[config.mk]
export PLATFORM = sky130hd
export DESIGN_NAME = hart_timer_cmp
export DESIGN_NICKNAME = d
export VERILOG_FILES = /design/src/rtl/hart_timer_cmp.sv
export SDC_FILE = /design/constraint.sdc
export NUM_CORES = 1
export LEC_CHECK = 0
export ABC_AREA = 1
export BUFFER_PORTS_ARGS = -buffer_cell sky130_fd_sc_hd__buf_2
export CAP_MARGIN = 0
export CORE_ASPECT_RATIO = 1.75
export CORE_MARGIN = 10
export CORE_UTILIZATION = 60
export DETAILED_ROUTE_END_ITERATION = 8
export PLACE_DENSITY_LB_ADDON = 0.1
export SYNTH_ARGS = -nofsm -noshare
export SYNTH_HDL_FRONTEND = slang
export SYNTH_SLANG_ARGS = --single-unit
[constraint.sdc]
create_clock -name clk -period 4.25 [get_ports clk]
set_input_delay 0.6375 -clock clk [delete_from_list [all_inputs] [get_ports clk]]
set_output_delay 0.6375 -clock clk [all_outputs]
set_load 0.03 [all_outputs]
[src/rtl/hart_timer_cmp.sv]
module hart_timer_cmp #(
  parameter int unsigned NUM_HARTS = 2,
  parameter int unsigned ADDR_W    = 16,
  parameter int unsigned CMP_BASE  = 'h4000,
  parameter int unsigned TIME_BASE = 'hBFF8
) (
  input  logic                 clk,
  input  logic                 rst_n,
  input  logic                 tick_en,
  input  logic                 bus_req,
  input  logic                 bus_we,
  input  logic [ADDR_W-1:0]    bus_addr,
  input  logic [31:0]          bus_wdata,
  output logic [31:0]          bus_rdata,
  output logic                 bus_ready,
  output logic [NUM_HARTS-1:0] timer_irq
);

  localparam int unsigned CMP_SPAN = 8 * NUM_HARTS;
  localparam logic [ADDR_W-1:0] T_LO = ADDR_W'(TIME_BASE);
  localparam logic [ADDR_W-1:0] T_HI = ADDR_W'(TIME_BASE + 4);
  localparam logic [ADDR_W-1:0] OOB  = ADDR_W'(CMP_BASE + CMP_SPAN);

  logic [63:0] mtime;
  logic [63:0] mtime_nxt;
  logic [NUM_HARTS-1:0][31:0] cmp_rd;
  logic [31:0] rd_word;
  logic [31:0] time_rd;

  wire wr = bus_req & bus_we;
  wire rd = bus_req & ~bus_we;

  assign mtime_nxt = mtime + {63'd0, tick_en};

  always_ff @(posedge clk) begin
    if (!rst_n) mtime <= '0;
    else        mtime <= mtime_nxt;
  end

  assign time_rd = (bus_addr == T_LO) ? mtime[31:0] :
                   (bus_addr == T_HI) ? mtime[63:32] : 32'd0;

  for (genvar h = 0; h < NUM_HARTS; h++) begin : g_hart
    localparam logic [ADDR_W-1:0] LO = ADDR_W'(CMP_BASE + 8 * h);
    localparam logic [ADDR_W-1:0] HI = ADDR_W'(CMP_BASE + 8 * h + 4);
    logic [63:0] cmp_q;
    logic [63:0] cmp_nxt;
    logic        irq_q;

    always_comb begin
      cmp_nxt = cmp_q;
      if (wr && bus_addr == LO) cmp_nxt[31:0]  = bus_wdata;
      if (wr && bus_addr == HI) cmp_nxt[63:32] = bus_wdata;
    end

    always_ff @(posedge clk) begin
      if (!rst_n) begin
        cmp_q <= '0;
        irq_q <= 1'b1;
      end else begin
        cmp_q <= cmp_nxt;
        irq_q <= (mtime_nxt >= cmp_nxt);
      end
    end

    assign cmp_rd[h] = (bus_addr == LO) ? cmp_q[31:0] :
                       (bus_addr == HI) ? cmp_q[63:32] : 32'd0;
    assign timer_irq[h] = irq_q;

    p_irq_level_r7: assert property (@(posedge clk) disable iff (!rst_n)
      irq_q == (mtime >= cmp_q));
  end

  always_comb begin
    rd_word = time_rd;
    for (int h = 0; h < NUM_HARTS; h++) rd_word = rd_word | cmp_rd[h];
  end

  always_ff @(posedge clk) begin
    if (!rst_n) begin
      bus_ready <= 1'b0;
      bus_rdata <= '0;
    end else begin
      bus_ready <= bus_req;
      bus_rdata <= rd ? rd_word : 32'd0;
    end
  end

  p_ready_follows_r9: assert property (@(posedge clk) disable iff (!rst_n)
    bus_req |=> bus_ready);
  p_ready_idle_r9: assert property (@(posedge clk) disable iff (!rst_n)
    !bus_req |=> !bus_ready);
  p_wr_rdata_zero_r9: assert property (@(posedge clk) disable iff (!rst_n)
    wr |=> bus_rdata == 32'd0);
  p_time_wr_ignored_r3: assert property (@(posedge clk) disable iff (!rst_n)
    (wr && !tick_en && (bus_addr == T_LO || bus_addr == T_HI)) |=> $stable(mtime));
  p_oob_read_zero_r8: assert property (@(posedge clk) disable iff (!rst_n)
    (rd && bus_addr == OOB && OOB != T_LO && OOB != T_HI) |=> bus_rdata == 32'd0);

endmodule

# Word-level counts from Yosys, hierarchy flattened
# Cells that the tools add are included.
totals:
  input_bits: 53
  word_cells: 36
  out_inout_bits: 35
  regBits: 227
op_classes:
  n_addsub: 1
  eq_ne: 6
  mux: 10
  n_lt_le_gt_ge: 2
  bitwise_logic: 5
  n_reduce_logical: 5
op_table:
  columns: ["op", "n"]
  rows:
  - ["$mux 32", 10]
  - ["$ge 64x64->1", 2]
  - ["$add 64x1->64", 1]
  - ["$eq 16x15->1 const B", 4]
  - ["$or 32x32->32", 2]
  - ["$eq 16x16->1 const B", 2]
  - ["$logic_and 1x1->1", 4]
  - ["$and 1x1->1", 2]
  - ["$reduce_and 2->1", 1]
  - ["$not 1->1", 1]

# Logic depth before layout (Yosys ltp)
# Gate-level depths: netlist of the first run.
depth:
  depth_word: 5
  mapped_depth: 30
  ltp_nobuf: 29

# Worst setup path after synthesis of the first run
# OpenSTA, ideal clock, no wires.
synth_path:
  path_type: "input to register"
  start: "in tick_en"
  end: "reg g_hart[1].irq_q"
  n_path_buf: 0
  setup_ns: 0.058
  slack_ns: 0.805
  required_time_ns: 4.192
  path_stages: 21
  arrival_ns: 3.386
  path_cell_list: "ha_1 > ha_1 > inv_1 > nor2_2 > nand2_1 > nor2_2 > nand2_2 > nor2_4 > nand2_2 > nor2_4 > nand2_1 > xor2_1 > inv_1 > ha_1 > nand2_1 > or4_1 > o21ai_0 > a21oi_1 > nand2_1 > nand2_1 > nand2_1"
synth_via:
  elab_chain_len: 2
synth_rtl:
  columns: ["element", "line_no", "source"]
  rows:
  - ["start, declared", "9", "input logic tick_en,"]
  - ["$add 64x1->64", "33", "assign mtime_nxt = mtime + {63'd0, tick_en};"]
  - ["net mtime_nxt[46]", "25", "logic [63:0] mtime_nxt;"]
  - ["$ge 64x64->1", "62", "irq_q <= (mtime_nxt >= cmp_nxt);"]
  - ["end signal, assigned", "62", null]
  - ["end, declared", "48", "logic irq_q;"]
# The timed path passes the listed nets, and every way through them passes these cells.
# A chain may end at the register's enable or synchronous reset.

# Worst setup path after layout of the first run
layout_path:
  start: "reg mtime[8]"
  end: "reg g_hart[0].irq_q"
layout_via:
  elab_chain_len: 2
layout_rtl:
  columns: ["element", "line_no", "source"]
  rows:
  - ["start, declared", "24", "logic [63:0] mtime;"]
  - ["start signal, assigned", "37", "else mtime <= mtime_nxt;"]
  - ["$add 64x1->64", "33", null]
  - ["net mtime_nxt[55]", "25", null]
  - ["$ge 64x64->1", "62", null]
  - ["end signal, assigned", "62", null]
  - ["end, declared", "48", null]
# The timed path passes the listed nets, and every way through them passes these cells.

==> results of run 1 <==
## final timing paths
check | from | to | slack [ns]
worst max register to register | mtime[8] | g_hart[0].irq_q | 0.25
worst min register to register | g_hart[1].cmp_q[51] | g_hart[1].cmp_q[51] | 0.52
worst max-delay path | mtime[8] | g_hart[0].irq_q | 0.25
worst min-delay path | bus_req | bus_ready | 0.31
## power groups by stage
stage | Sequential, mW | Combinational (mW) | Clock, mW
6_report | 2.13 | 0.176 | 2.00
5_1_grt | 2.13 | 0.190 | 2.08
4_1_cts | 2.13 | 0.171 | 1.99
3_5_place_dp | 2.18 | 0.171 | 0
3_3_place_gp | 2.18 | 0.169 | 0
2_1_floorplan | 2.18 | 0.0887 | 0
## layout make-up
cell class | count | area (um^2) | share of cell area
clock inverter | 15 | 110 | 0.00722
sequential | 227 | 4540 | 0.298
inverter | 312 | 1180 | 0.0772
multi-input combinational | 1379 | 7720 | 0.507
tap | 300 | 375 | 0.0246
timing repair buffer | 118 | 706 | 0.0463
clock buffer | 26 | 607 | 0.0398
## flip-flops by register name, summed over array words and instances, names as in the netlist
signal        flops
bus_ready         1
bus_rdata        32
g_hart.irq_q      2
mtime            64
g_hart.cmp_q    128
## metrics by stage
step / instances / hold WS, ns / area, um^2
6_report: 2377 / 0.306 / 15200
5_1_grt: 2377 / 0.326 / 15200
4_1_cts: 2377 / 0.310 / 15200
3_5_place_dp: 2336 / 0.502 / 14500
3_3_place_gp: 2336 / 0.490 / 14500
2_1_floorplan: 1987 / 0.474 / 13700
## kinds of logic (layout without fill, tap and decap cells)
logic type,Yosys count,count (layout),synth area share
AOI/OAI and AO/OA,317,317,0.134
xor gates and xnor gates,42,42,0.0274
adders and majority gates,128,128,0.117
buffers and inverters,381,471,0.106
DFF,227,227,0.332
muxes,11,11,0.00804
and+or+nand+nor,881,881,0.276
## worst max-delay path: stages (launching register included)
cell and delay (ns):
sky130_fd_sc_hd__dfxtp_1 0.47, sky130_fd_sc_hd__nand2_1 0.15, sky130_fd_sc_hd__nor2_1 0.21, sky130_fd_sc_hd__nand2_1 0.10, sky130_fd_sc_hd__nor2_1 0.18, sky130_fd_sc_hd__nand2_1 0.30, sky130_fd_sc_hd__nor3_4 0.34, sky130_fd_sc_hd__nand2_1 0.11
sky130_fd_sc_hd__xor2_1 0.41, sky130_fd_sc_hd__inv_1 0.16, sky130_fd_sc_hd__ha_1 0.33, sky130_fd_sc_hd__nand2_1 0.05, sky130_fd_sc_hd__inv_1 0.06, sky130_fd_sc_hd__nand3_1 0.16, sky130_fd_sc_hd__nor4_1 0.42, sky130_fd_sc_hd__nand3b_1 0.12
sky130_fd_sc_hd__nor2_1 0.13, sky130_fd_sc_hd__nand2_1 0.07, sky130_fd_sc_hd__nand2_1 0.05, sky130_fd_sc_hd__nor2_1 0.04, sky130_fd_sc_hd__nand2_1 0.05
## per-layer routing
metal	wire length, um	GRT usage
met2	26200	0.629
met3	3300	0.0481
met5	0	0
met1	18000	0.347
met4	6050	0.344
## placed cells by master, fill, tap and decap left out, types with 3 or more instances in the layout
cell                        Yosys  final
sky130_fd_sc_hd__nor2_1       345    344
sky130_fd_sc_hd__nand2_1      336    335
sky130_fd_sc_hd__inv_1        306    306
sky130_fd_sc_hd__dfxtp_1      227    227
sky130_fd_sc_hd__ha_1         128    128
sky130_fd_sc_hd__a21oi_1      118    118
sky130_fd_sc_hd__o21ai_0       96     96
sky130_fd_sc_hd__buf_2         12     87
sky130_fd_sc_hd__nand3_1       57     55
sky130_fd_sc_hd__nor3_1        55     55
sky130_fd_sc_hd__xor2_1        40     40
sky130_fd_sc_hd__nand4_1       34     34
sky130_fd_sc_hd__buf_4          2     28
sky130_fd_sc_hd__clkbuf_16      0     23
sky130_fd_sc_hd__a22o_1        19     19
sky130_fd_sc_hd__a31oi_1       19     19
sky130_fd_sc_hd__o21ai_1       13     13
sky130_fd_sc_hd__o22ai_1       13     13
sky130_fd_sc_hd__nor4_1        12     12
sky130_fd_sc_hd__mux2i_1       11     11
sky130_fd_sc_hd__o2111ai_1     11     11
sky130_fd_sc_hd__nor2_2         6      7
sky130_fd_sc_hd__nand2_2        5      6
sky130_fd_sc_hd__inv_6          0      6
sky130_fd_sc_hd__a32o_1         6      6
sky130_fd_sc_hd__a211oi_1       6      6
sky130_fd_sc_hd__nor2_4         5      5
sky130_fd_sc_hd__nand3_2        3      5
sky130_fd_sc_hd__o21a_1         5      5
sky130_fd_sc_hd__clkinv_2       0      5
sky130_fd_sc_hd__o32ai_1        4      4
sky130_fd_sc_hd__and2_1         4      4
sky130_fd_sc_hd__nor3_2         4      3
sky130_fd_sc_hd__inv_2          4      3
sky130_fd_sc_hd__nor3b_1        3      3
sky130_fd_sc_hd__o211ai_1       3      3
sky130_fd_sc_hd__clkinv_4       0      3
sky130_fd_sc_hd__buf_12         0      3
## timing repair
action / 4_1_cts / 5_1_grt
endpoints found under the setup margin: 0 / 2
hold endpoints to repair: 0 / 0
resized for setup: 0 / 1
==> tab_implementation.tex, run 1 <==
\begin{tabular}{lr}
\hline
Metric & Value \\
\hline
\multicolumn{2}{l}{\textbf{Die}} \\
\quad X dimension of the die & between 100 and 150 um \\
\quad Total core area & roughly 23000 um\^{}2 \\
\quad Starting utilization of the core area & 0.605 \\
\quad DIE AREA & 29500 um\^{}2 \\
\quad FP Rows & between 70 and 80 \\
\quad I/O Pins & a little under 90 \\
\quad Height of the chip & 220 um \\
\multicolumn{2}{l}{\textbf{Timing}} \\
\quad Worst Slack Setup Final & about 0.25 ns \\
\quad Post-Route Setup TNS & 0 ns \\
\quad Clock period minus final worst setup slack & between 3 and 4 ns \\
\quad Number of setup violations in the final report & 0 \\
\quad Worst Tran Pin Value & between 0.9 and 1 ns \\
\quad Max Slew Vio Count & 0 \\
\quad Worst Skew & 0.0208 ns \\
\quad Unrepaired setup endpoints after global routing & no \\
\quad Final Cycle Share & 0.941 \\
\quad Rel. slew slack & 0.345 \\
\quad Maximum frequency from static timing analysis & about 250 MHz \\
\quad Final Hold Vio Count & 0 \\
\multicolumn{2}{l}{\textbf{Synth}} \\
\quad Ys flop type & sky130\_fd\_sc\_hd\_\_dfxtp\_1 \\
\quad FFs w/ async S/R, synth & 0 \\
\quad Total of flip-flops plus latches after synthesis & 227 \\
\quad Count of unique library cells instantiated by Yosys & 52 \\
\quad Top-count cell post-synth & sky130\_fd\_sc\_hd\_\_nor2\_1 \\
\quad Number of enable flip-flop cells after synthesis & 0 \\
\quad Cell types with the largest area share after synthesis & sky130\_fd\_sc\_hd\_\_dfxtp\_1 (33\%), sky130\_fd\_sc\_hd\_\_ha\_1 (12\%), sky130\_fd\_sc\_hd\_\_nor2\_1 (9.5\%) \\
\quad Most frequent cells after synthesis & sky130\_fd\_sc\_hd\_\_nor2\_1 (345), sky130\_fd\_sc\_hd\_\_nand2\_1 (336), sky130\_fd\_sc\_hd\_\_inv\_1 (306) \\
\quad Net count of the mapped netlist & $\sim$2200 \\
\quad Post-Synthesis Cell Area & 13700 um\^{}2 \\
\quad Synthesized area per cell & 6.90 um\^{}2 \\
\quad Number of instances in the synthesized netlist & 1987 \\
\quad Fraction of post-synthesis cell area in the top cell type by area & 0.332 \\
\quad Share of synthesized area occupied by flip-flops and latches & 0.332 \\
\quad Area leader, netlist & sky130\_fd\_sc\_hd\_\_dfxtp\_1 \\
\quad Count of yosys warnings during synthesis & 0 \\
\multicolumn{2}{l}{\textbf{Drt}} \\
\quad Average wire per standard cell & around 23 um \\
\quad Violation count after the first detailed-route iteration & between 1000 and 1500 \\
\quad Drt via density & 5.84 \\
\quad Total via count in the routed design & 13900 \\
\quad Pre-Repair DR Iteration Count & 6 \\
\quad DRC violation count after routing & 0 \\
\quad Final WL & between 50000 and 60000 um \\
\quad DRT antenna net count & 0 \\
\multicolumn{2}{l}{\textbf{Pwr}} \\
\quad Worst vdd ir & around 0.34 mV \\
\quad Proportion of power drawn by flip-flops and latches & 0.495 \\
\quad Sw Pwr & between 1 and 1.5 mW \\
\quad Power consumption & between 4 and 5 mW \\
\quad Portion of total power attributed to combinational logic & 0.041 \\
\quad Proportion of power drawn by the clock network & 0.464 \\
\quad Pwr dens & 283 nW/um\^{}2 \\
\quad Net switching share of the total power & 0.252 \\
\quad Internal Dissipation & $\sim$3.2 mW \\
\quad Cell leakage power & 7.14 nW \\
\multicolumn{2}{l}{\textbf{Setup path}} \\
\quad Data arrival at the endpoint of the critical path & 4.48 ns \\
\quad Kind of launch point of the worst setup path & flip-flop \\
\quad CP required & $\sim$4.7 ns \\
\quad Setup crit end kind & flip-flop \\
\quad Classification of the worst setup path & flip-flop to flip-flop \\
\quad Worst r2r path cells & 20 \\
\quad Max FO, Critical Path & 5 \\
\multicolumn{2}{l}{\textbf{Run status}} \\
\quad Run status & complete, no violations \\
\multicolumn{2}{l}{\textbf{Placement}} \\
\quad Pre-CTS WS & 0.0396 ns \\
\quad GP Congestion & 1.03 \\
\quad Placed wire-length estimate after detailed placement & between 40000 and 50000 um \\
\quad Total of buffers placed on input and output ports & 87 \\
\multicolumn{2}{l}{\textbf{Cells and area}} \\
\quad Number of inserted filler cells in the final layout & approximately 2200 \\
\quad Area overhead of the layout relative to synthesis & 11.3\% \\
\quad Ant diodes & 0 \\
\quad Fraction of layout cells with a size suffix above 1 & 0.0958 \\
\quad Nets & between 2000 and 2500 \\
\quad Final Util & 0.673 \\
\multicolumn{2}{l}{\textbf{CTS}} \\
\quad Number of hold buffers added after cts & 0 \\
\quad Clk sinks & 227 \\
\quad Clock transition at the register clock pins on the worst setup and hold paths after CTS & $\sim$0.070 ns \\
\quad Root buf cell & sky130\_fd\_sc\_hd\_\_clkbuf\_16 \\
\quad Buffer depth of the longest clock path & 3 \\
\quad Inserted Clock Buffers & 23 \\
\quad Latest clock arrival within the worst-skew pair & between 0.5 and 0.6 ns \\
\quad Postcts setup bufs & 0 \\
\quad CTS H-tree lvls & 1 \\
\quad Clock tree from TritonCTS & done \\
\multicolumn{2}{l}{\textbf{GRT}} \\
\quad Global-route congestion overflow total & 0 \\
\quad First-pass GRT wire length & between 70000 and 80000 um \\
\quad Pin count of the biggest net entering global routing & 153 \\
\quad Number of global-route vias before repair & 13700 \\
\quad Initial antenna violation count & 0 \\
\quad Overall fraction of global-route tracks in use & 0.356 \\
\multicolumn{2}{l}{\textbf{Worst hold path}} \\
\quad HP Class & input pin to flip-flop \\
\quad Depth of the worst hold-timing path & 3 \\
\multicolumn{2}{l}{\textbf{Job}} \\
\quad Max Cap Violations & 0 \\
\hline
\end{tabular}
(Power assumes the default switching activity.)
==> run 2, diff against run 1 <==
--- a/config.mk
+++ b/config.mk
@@ -10,7 +10,7 @@
 export CAP_MARGIN = 0
 export CORE_ASPECT_RATIO = 1.75
 export CORE_MARGIN = 10
-export CORE_UTILIZATION = 60
+export CORE_UTILIZATION = 35
 export DETAILED_ROUTE_END_ITERATION = 8
 export PLACE_DENSITY_LB_ADDON = 0.1
 export SYNTH_ARGS = -nofsm -noshare
==> run 2 against run 1 <==
Register-to-register slack better by 0.14 ns. Clock power grew 11%. Fmax grew 3.7%. Die area up 62%. Cell area is 2.5% higher. Utilization fell by 27 points. Wire length rose by 11%.
==> tab_implementation.tex, run 2 (synthesis gave the netlist of run 1 again) <==
\begin{tabular}{lr}
\hline
Metric & Value \\
\hline
\multicolumn{2}{l}{\textbf{Run status}} \\
\quad Run status & complete, no violations \\
\multicolumn{2}{l}{\textbf{Drt}} \\
\quad Final WL & about 59000 um \\
\quad DRC violation count after routing & 0 \\
\quad DRT antenna net count & 0 \\
\quad Drt via density & 5.21 \\
\quad Average wire per standard cell & around 23 um \\
\quad Pre-Repair DR Iteration Count & 5 \\
\quad Violation count after the first detailed-route iteration & 910 \\
\quad Total via count in the routed design & 13400 \\
\multicolumn{2}{l}{\textbf{Die}} \\
\quad I/O Pins & 88 \\
\quad X dimension of the die & 170 um \\
\quad Height of the chip & 282 um \\
\quad FP Rows & 95 \\
\quad Starting utilization of the core area & 0.356 \\
\quad Total core area & 38500 um\^{}2 \\
\quad DIE AREA & $\sim$48000 um\^{}2 \\
\multicolumn{2}{l}{\textbf{Timing}} \\
\quad Clock period minus final worst setup slack & a little under 4 ns \\
\quad Final Hold Vio Count & 0 \\
\quad Rel. slew slack & 0.295 \\
\quad Unrepaired setup endpoints after global routing & no \\
\quad Worst Tran Pin Value & $\sim$1.1 ns \\
\quad Max Slew Vio Count & 0 \\
\quad Maximum frequency from static timing analysis & 259 MHz \\
\quad Number of setup violations in the final report & 0 \\
\quad Final Cycle Share & 0.908 \\
\quad Post-Route Setup TNS & 0 ns \\
\quad Worst Skew & $\sim$0.026 ns \\
\quad Hold Worst Slack & approximately 0.29 ns \\
\multicolumn{2}{l}{\textbf{GRT}} \\
\quad First-pass GRT wire length & approximately 87000 um \\
\quad Pin count of the biggest net entering global routing & about 130 \\
\quad Initial antenna violation count & 0 \\
\quad Overall fraction of global-route tracks in use & 0.244 \\
\quad Number of global-route vias before repair & 13700 \\
\quad Global-route congestion overflow total & 0 \\
\multicolumn{2}{l}{\textbf{Setup path}} \\
\quad Kind of cell adding the most delay to the critical path & simple AND/OR/NAND/NOR gates \\
\quad Timing startpoint of the critical path & mtime[22] \\
\quad Kind of launch point of the worst setup path & flip-flop \\
\quad Maximum cell stage delay along the critical path & about 0.48 ns \\
\quad Max FO, Critical Path & 5 \\
\quad Cell breakdown of the critical path & nand4\_1 > nor2\_1 > nand2\_1 > nor2\_2 > nand2\_2 > nor2\_4 > nand2\_1 > nor2\_1 > xor2\_1 > inv\_1 > ha\_1 > nand4\_1 > nor4\_2 > buf\_4 > nand3\_1 > nor2\_1 > nand2\_1 > nand2\_1 > nor2\_1 > nand2\_1 \\
\quad Cell depth of the worst setup path & 20 \\
\quad Reg2Reg Launch Point & mtime[22] \\
\quad Number of buffer and inverter instances along the worst setup path & 2 \\
\quad Classification of the worst setup path & flip-flop to flip-flop \\
\quad Endpoint of the most critical register-to-register path & g\_hart[1].irq\_q \\
\quad Setup crit end kind & flip-flop \\
\quad R2R Setup Slk & between 0.3 and 0.4 ns \\
\quad Worst r2r path cells & 20 \\
\quad Crit path top cell by count & sky130\_fd\_sc\_hd\_\_nand2\_1 \\
\quad Data arrival at the endpoint of the critical path & 4.36 ns \\
\quad Max stage delay cell, worst path & sky130\_fd\_sc\_hd\_\_dfxtp\_1 \\
\quad CP required & roughly 4.8 ns \\
\multicolumn{2}{l}{\textbf{Pwr}} \\
\quad Proportion of power drawn by flip-flops and latches & 0.471 \\
\quad Proportion of power drawn by the clock network & 0.487 \\
\quad Net switching share of the total power & 0.247 \\
\quad Sw Pwr & around 1.1 mW \\
\quad Cell leakage power & slightly above 7 nW \\
\quad Worst vdd ir & 0.243 mV \\
\quad Portion of total power attributed to combinational logic & 0.042 \\
\quad Pwr dens & just under 300 nW/um\^{}2 \\
\quad Internal Dissipation & 3.41 mW \\
\multicolumn{2}{l}{\textbf{Job}} \\
\quad Max Cap Violations & 0 \\
\multicolumn{2}{l}{\textbf{Worst hold path}} \\
\quad Critical hold path startpoint & bus\_req \\
\quad Depth of the worst hold-timing path & 3 \\
\quad HP Class & input pin to flip-flop \\
\quad Destination of the worst hold path & bus\_ready \\
\multicolumn{2}{l}{\textbf{Cells and area}} \\
\quad Register containing the most flip-flops in the final layout & g\_hart.cmp\_q \\
\quad Number of inserted filler cells in the final layout & $\sim$4200 \\
\quad Top Registers & g\_hart.cmp\_q: 128 flops, mtime: 64 flops, bus\_rdata: 32 flops \\
\quad Most common cell after layout, fill and taps aside & sky130\_fd\_sc\_hd\_\_nor2\_1 \\
\quad Fraction of layout cells with a size suffix above 1 & 0.0992 \\
\quad Nets & roughly 2300 \\
\quad Most frequent cells in the layout & sky130\_fd\_sc\_hd\_\_nor2\_1 (344), sky130\_fd\_sc\_hd\_\_nand2\_1 (334), sky130\_fd\_sc\_hd\_\_inv\_1 (306) \\
\quad Flip-flop count of the largest register, all copies and words added & 128 \\
\quad Area overhead of the layout relative to synthesis & 14.1\% \\
\multicolumn{2}{l}{\textbf{CTS}} \\
\quad Root buf cell & sky130\_fd\_sc\_hd\_\_clkbuf\_16 \\
\quad Number of hold buffers added after cts & 0 \\
\quad Buffer depth of the longest clock path & 3 \\
\quad Inserted Clock Buffers & 25 \\
\quad Latest clock arrival within the worst-skew pair & between 0.5 and 0.6 ns \\
\quad Clock tree from TritonCTS & done \\
\quad Postcts setup bufs & 0 \\
\quad CTS resizes & 0 \\
\quad Clock transition at the register clock pins on the worst setup and hold paths after CTS & about 0.07 ns \\
\quad Clk sinks & between 200 and 250 \\
\quad CTS H-tree lvls & 1 \\
\multicolumn{2}{l}{\textbf{Placement}} \\
\quad GP Congestion & 0.988 \\
\quad Total of buffers placed on input and output ports & 87 \\
\quad Placed wire-length estimate after detailed placement & between 40000 and 50000 um \\
\hline
\end{tabular}
[run 2: cell count changes in the layout (fill, tap and decap cells not counted), moves of 2 or more]
| cell | before | now |
|---|---|---|
| sky130_fd_sc_hd__inv_6 | 6 | 2 |
| sky130_fd_sc_hd__clkinv_4 | 3 | 0 |
| sky130_fd_sc_hd__clkbuf_16 | 23 | 25 |
| sky130_fd_sc_hd__clkbuf_1 | 1 | 6 |
| sky130_fd_sc_hd__buf_4 | 28 | 35 |
| sky130_fd_sc_hd__clkinvlp_4 | 2 | 0 |
| sky130_fd_sc_hd__bufinv_16 | 0 | 2 |
| sky130_fd_sc_hd__clkinv_2 | 5 | 7 |
[run 2: layer usage]
layer,global-route usage,up-vias,share of wire
met3,0.0286,178,0.039
met2,0.451,413,0.52
met5,0,-,0
met1,0.240,6202,0.35
li1,-,6611,-
met4,0.191,0,0.091
[run 2: area by class of cell]
type,instances,area [um^2],area share
sequential,227,4540,0.291
tap,485,607,0.0388
clock inverter,10,104,0.00664
clock buffer,33,676,0.0432
timing repair buffer,126,778,0.0498
antenna,1,2.50,0.000160
inverter,312,1180,0.0753
multi-input combinational,1379,7740,0.495
[run 2: worst max-delay path by stage]
stage	to	slack, ns
final	g_hart[1].irq_q	0.39
after floorplan	g_hart[1].irq_q	0.81
after global routing	g_hart[1].irq_q	0.03
after CTS	g_hart[1].irq_q	0.12
after detailed placement	g_hart[1].irq_q	0.06
after global placement	g_hart[1].irq_q	0.16
[run 2: worst register-to-register path, stage by stage (launching register included)]
cell	delay [ns]
sky130_fd_sc_hd__dfxtp_1	0.48
sky130_fd_sc_hd__nand4_1	0.34
sky130_fd_sc_hd__nor2_1	0.19
sky130_fd_sc_hd__nand2_1	0.11
sky130_fd_sc_hd__nor2_2	0.23
sky130_fd_sc_hd__nand2_2	0.15
sky130_fd_sc_hd__nor2_4	0.16
sky130_fd_sc_hd__nand2_1	0.14
sky130_fd_sc_hd__nor2_1	0.19
sky130_fd_sc_hd__xor2_1	0.20
sky130_fd_sc_hd__inv_1	0.09
sky130_fd_sc_hd__ha_1	0.27
sky130_fd_sc_hd__nand4_1	0.25
sky130_fd_sc_hd__nor4_2	0.40
sky130_fd_sc_hd__buf_4	0.18
sky130_fd_sc_hd__nand3_1	0.05
sky130_fd_sc_hd__nor2_1	0.15
sky130_fd_sc_hd__nand2_1	0.07
sky130_fd_sc_hd__nand2_1	0.06
sky130_fd_sc_hd__nor2_1	0.04
sky130_fd_sc_hd__nand2_1	0.05
[run 2: stage by stage]
| step | setup WS, ns | std cells | util | power, mW | area (um^2) |
|---|---|---|---|---|---|
| after floorplan | 0.805 | 1987 | - | 2.27 | 13700 |
| after global placement | 0.160 | 2529 | 0.385 | 2.37 | 14800 |
| after detailed placement | 0.0554 | 2529 | 0.385 | 2.37 | 14800 |
| after CTS | 0.124 | 2572 | 0.405 | 4.57 | 15600 |
| after global routing | 0.0335 | 2572 | 0.406 | 4.66 | 15600 |
| final | 0.391 | 2573 | 0.406 | 4.53 | 15600 |
[run 2: power by group through the flow]
stage	Clock [mW]	Sequential (mW)	Combinational, mW
floorplan	0	2.18	0.0887
global placement	0	2.18	0.191
detailed placement	0	2.18	0.190
CTS	2.25	2.13	0.191
global route	2.33	2.13	0.203
finish	2.21	2.13	0.189
==> run 3, diff against run 2 <==
==> constraint.sdc (replaced) <==
create_clock -name clk -period 3.55 [get_ports clk]
set_input_delay 0.5325 -clock clk [delete_from_list [all_inputs] [get_ports clk]]
set_output_delay 0.5325 -clock clk [all_outputs]
set_load 0.03 [all_outputs]
==> run 3 against run 2 <==
First-iteration DRC count rose by 1.3%. Worst hold slack got worse by 0.090 ns. Sequential cell count is the same. Wire length increased by 2.0%. Via count grew 5.3%. Cell area increased by 11%. Total power increased by 24%. Utilization grew 4.5 points. Final cell count up 6.3%. Non-clock buffer count increased by 162. Sequential share of layout area shrank 2.8 points.
==> tab_implementation.tex, run 3 (synthesis gave the netlist of run 1 again) <==
\begin{tabular}{lr}
\hline
Metric & Value \\
\hline
\multicolumn{2}{l}{\textbf{Timing}} \\
\quad Maximum frequency from static timing analysis & about 300 MHz \\
\quad Clock period minus final worst setup slack & approximately 3.4 ns \\
\quad Max Slew Vio Count & 0 \\
\quad Worst Skew & between 0.02 and 0.025 ns \\
\quad Final Cycle Share & 0.954 \\
\quad Final Hold Vio Count & 0 \\
\quad Worst Tran Pin Value & around 0.76 ns \\
\quad Worst Slack Setup Final & between 0.15 and 0.2 ns \\
\quad Number of setup violations in the final report & 0 \\
\quad Rel. slew slack & 0.495 \\
\quad Post-Route Setup TNS & 0 ns \\
\multicolumn{2}{l}{\textbf{CTS}} \\
\quad Buffer depth of the longest clock path & 3 \\
\quad Root buf cell & sky130\_fd\_sc\_hd\_\_clkbuf\_16 \\
\quad Number of hold buffers added after cts & 0 \\
\quad Clk sinks & 227 \\
\quad Latest clock arrival within the worst-skew pair & between 0.5 and 0.6 ns \\
\quad Clock tree from TritonCTS & done \\
\quad CTS H-tree lvls & 1 \\
\quad Clock transition at the register clock pins on the worst setup and hold paths after CTS & approximately 0.06 ns \\
\quad Inserted Clock Buffers & 25 \\
\multicolumn{2}{l}{\textbf{Drt}} \\
\quad DRC violation count after routing & 0 \\
\quad Final WL & slightly above 60000 um \\
\quad Pre-Repair DR Iteration Count & 5 \\
\quad Average wire per standard cell & 22.2 um \\
\quad Drt via density & between 5 and 6 \\
\quad Total via count in the routed design & 14100 \\
\quad Violation count after the first detailed-route iteration & $\sim$920 \\
\quad DRT antenna net count & 0 \\
\multicolumn{2}{l}{\textbf{Die}} \\
\quad Height of the chip & roughly 280 um \\
\quad Starting utilization of the core area & 0.356 \\
\quad Total core area & 38500 um\^{}2 \\
\quad X dimension of the die & around 170 um \\
\quad DIE AREA & approximately 48000 um\^{}2 \\
\quad FP Rows & 95 \\
\quad I/O Pins & 88 \\
\multicolumn{2}{l}{\textbf{Cells and area}} \\
\quad Fin area & 17300 um\^{}2 \\
\quad Ant diodes & 0 \\
\quad Most frequent cells in the layout & sky130\_fd\_sc\_hd\_\_nor2\_1 (332), sky130\_fd\_sc\_hd\_\_nand2\_1 (330), sky130\_fd\_sc\_hd\_\_inv\_1 (303) \\
\quad Flip-flop count of the largest register, all copies and words added & between 100 and 150 \\
\quad Fraction of layout cells with a size suffix above 1 & 0.193 \\
\quad Most common cell after layout, fill and taps aside & sky130\_fd\_sc\_hd\_\_nor2\_1 \\
\quad Area overhead of the layout relative to synthesis & 26.6\% \\
\quad Register containing the most flip-flops in the final layout & g\_hart.cmp\_q \\
\quad Count of placed standard cells in the final layout, fillers left out & roughly 2700 \\
\quad Nets & 2414 \\
\quad Top Registers & g\_hart.cmp\_q: 128 flops, mtime: 64 flops, bus\_rdata: 32 flops \\
\multicolumn{2}{l}{\textbf{GRT}} \\
\quad Global-route congestion overflow total & 0 \\
\quad Initial antenna violation count & 2 \\
\quad Overall fraction of global-route tracks in use & 0.247 \\
\quad First-pass GRT wire length & roughly 90000 um \\
\quad Pin count of the biggest net entering global routing & 81 \\
\quad Number of global-route vias before repair & 14500 \\
\multicolumn{2}{l}{\textbf{Setup path}} \\
\quad Data arrival at the endpoint of the critical path & about 3.8 ns \\
\quad R2R Setup Slk & between 0.15 and 0.2 ns \\
\quad Setup crit end kind & flip-flop \\
\quad CP required & approximately 4 ns \\
\quad Max FO, Critical Path & 3 \\
\quad Endpoint of the most critical register-to-register path & g\_hart[1].irq\_q \\
\quad Classification of the worst setup path & flip-flop to flip-flop \\
\quad Worst r2r path cells & 21 \\
\quad Timing startpoint of the critical path & mtime[0] \\
\quad Reg2Reg Launch Point & mtime[0] \\
\quad Timing endpoint of the critical path & g\_hart[1].irq\_q \\
\quad Kind of launch point of the worst setup path & flip-flop \\
\multicolumn{2}{l}{\textbf{Pwr}} \\
\quad Pwr dens & $\sim$320 nW/um\^{}2 \\
\quad Worst vdd ir & 0.273 mV \\
\quad Power consumption & 5.63 mW \\
\quad Cell leakage power & approximately 8.2 nW \\
\multicolumn{2}{l}{\textbf{Job}} \\
\quad Max Cap Violations & 0 \\
\multicolumn{2}{l}{\textbf{Placement}} \\
\quad Placed wire-length estimate after detailed placement & about 50000 um \\
\quad Pre-CTS WS & -0.583 ns \\
\quad Total of buffers placed on input and output ports & 87 \\
\quad Placed cell area & between 15000 and 20000 um\^{}2 \\
\quad GP Congestion & 0.962 \\
\quad Total placed cells including tap cells & around 2700 \\
\multicolumn{2}{l}{\textbf{Worst hold path}} \\
\quad HP Class & input pin to flip-flop \\
\multicolumn{2}{l}{\textbf{Run status}} \\
\quad Run status & complete, no violations \\
\hline
\end{tabular}
[run 3: cell count changes in the layout (fill, tap and decap cells not counted), moves of 5 or more]
| cell | previous run | this run |
|---|---|---|
| sky130_fd_sc_hd__buf_4 | 35 | 190 |
| sky130_fd_sc_hd__dfxtp_1 | 227 | 214 |
| sky130_fd_sc_hd__dfxtp_2 | 0 | 11 |
| sky130_fd_sc_hd__ha_1 | 128 | 122 |
| sky130_fd_sc_hd__ha_4 | 0 | 6 |
| sky130_fd_sc_hd__nor2_1 | 344 | 332 |
| sky130_fd_sc_hd__nor2_2 | 7 | 14 |
| sky130_fd_sc_hd__nor2_4 | 5 | 10 |
| sky130_fd_sc_hd__nor3_1 | 55 | 50 |
| sky130_fd_sc_hd__xor2_1 | 39 | 33 |
[run 3: worst min-delay path by stage]
stage / depth (start not counted) / start / end / slack, ns
2_1_floorplan: 2 / mtime[49] / mtime[49] / 0.47
3_3_place_gp: 2 / mtime[49] / mtime[49] / 0.49
3_5_place_dp: 2 / g_hart[1].cmp_q[48] / g_hart[1].cmp_q[48] / 0.51
4_1_cts: 3 / bus_req / bus_ready / 0.19
5_1_grt: 3 / bus_req / bus_ready / 0.22
6_report: 3 / bus_req / bus_ready / 0.20
[run 3: power by group]
part / internal [mW] / leakage [nW] / switching [mW]
clock: 1.61 / 0.425 / 1.22
sequential: 2.55 / 1.84 / 0.00436
combinational: 0.0715 / 5.93 / 0.176
total: 4.23 / 8.19 / 1.40
[run 3: repair_timing]
item | in CTS | in global routing
resized for setup | 17 | 72
cloned | 0 | 0
endpoints found under the hold margin | 0 | 0
pin swaps | 10 | 34
buffers inserted | 3 | 8
endpoints found under the setup margin | 2 | 2
[run 3: per-stage QoR]
step,hold WS (ns),utilization
after floorplan,0.474,-
after global placement,0.494,0.415
after detailed placement,0.508,0.415
after CTS,0.189,0.440
after global routing,0.215,0.450
final,0.201,0.450
[run 3: final cells by class]
| cell class | instances | area (um^2) |
|---|---|---|
| clock inverter | 13 | 165 |
| fill | 4125 | 21200 |
| tap | 485 | 607 |
| clock buffer | 32 | 692 |
| sequential | 227 | 4570 |
| inverter | 312 | 1180 |
| multi-input combinational | 1379 | 8090 |
| timing repair buffer | 288 | 2050 |
[run 3: worst max-delay path, cell delays in order, from the launching register on]
cell,delay (ns)
sky130_fd_sc_hd__dfxtp_2,0.35
sky130_fd_sc_hd__ha_4,0.15
sky130_fd_sc_hd__buf_6,0.10
sky130_fd_sc_hd__nand3_4,0.06
sky130_fd_sc_hd__nor2_4,0.13
sky130_fd_sc_hd__nand2_2,0.09
sky130_fd_sc_hd__nor3_4,0.27
sky130_fd_sc_hd__buf_6,0.16
sky130_fd_sc_hd__nand2_4,0.06
sky130_fd_sc_hd__buf_4,0.14
sky130_fd_sc_hd__xor2_1,0.20
sky130_fd_sc_hd__inv_1,0.10
sky130_fd_sc_hd__ha_1,0.30
sky130_fd_sc_hd__a21oi_1,0.17
sky130_fd_sc_hd__o21a_1,0.17
sky130_fd_sc_hd__nor2_1,0.09
sky130_fd_sc_hd__nor4_4,0.26
sky130_fd_sc_hd__nand2_1,0.18
sky130_fd_sc_hd__nand2_1,0.10
sky130_fd_sc_hd__nand2_1,0.05
sky130_fd_sc_hd__nor2_1,0.09
sky130_fd_sc_hd__nand2_1,0.05
[run 3: routing by layer]
| metal | global-route usage | vias up | wire [um] | share of wire |
|---|---|---|---|---|
| met5 | 0 | - | 0 | 0 |
| met4 | 0.210 | 0 | 5930 | 0.098 |
| met3 | 0.0287 | 188 | 2380 | 0.039 |
| met2 | 0.460 | 473 | 31300 | 0.52 |
| met1 | 0.235 | 6534 | 21000 | 0.35 |
| li1 | - | 6924 | - | - |
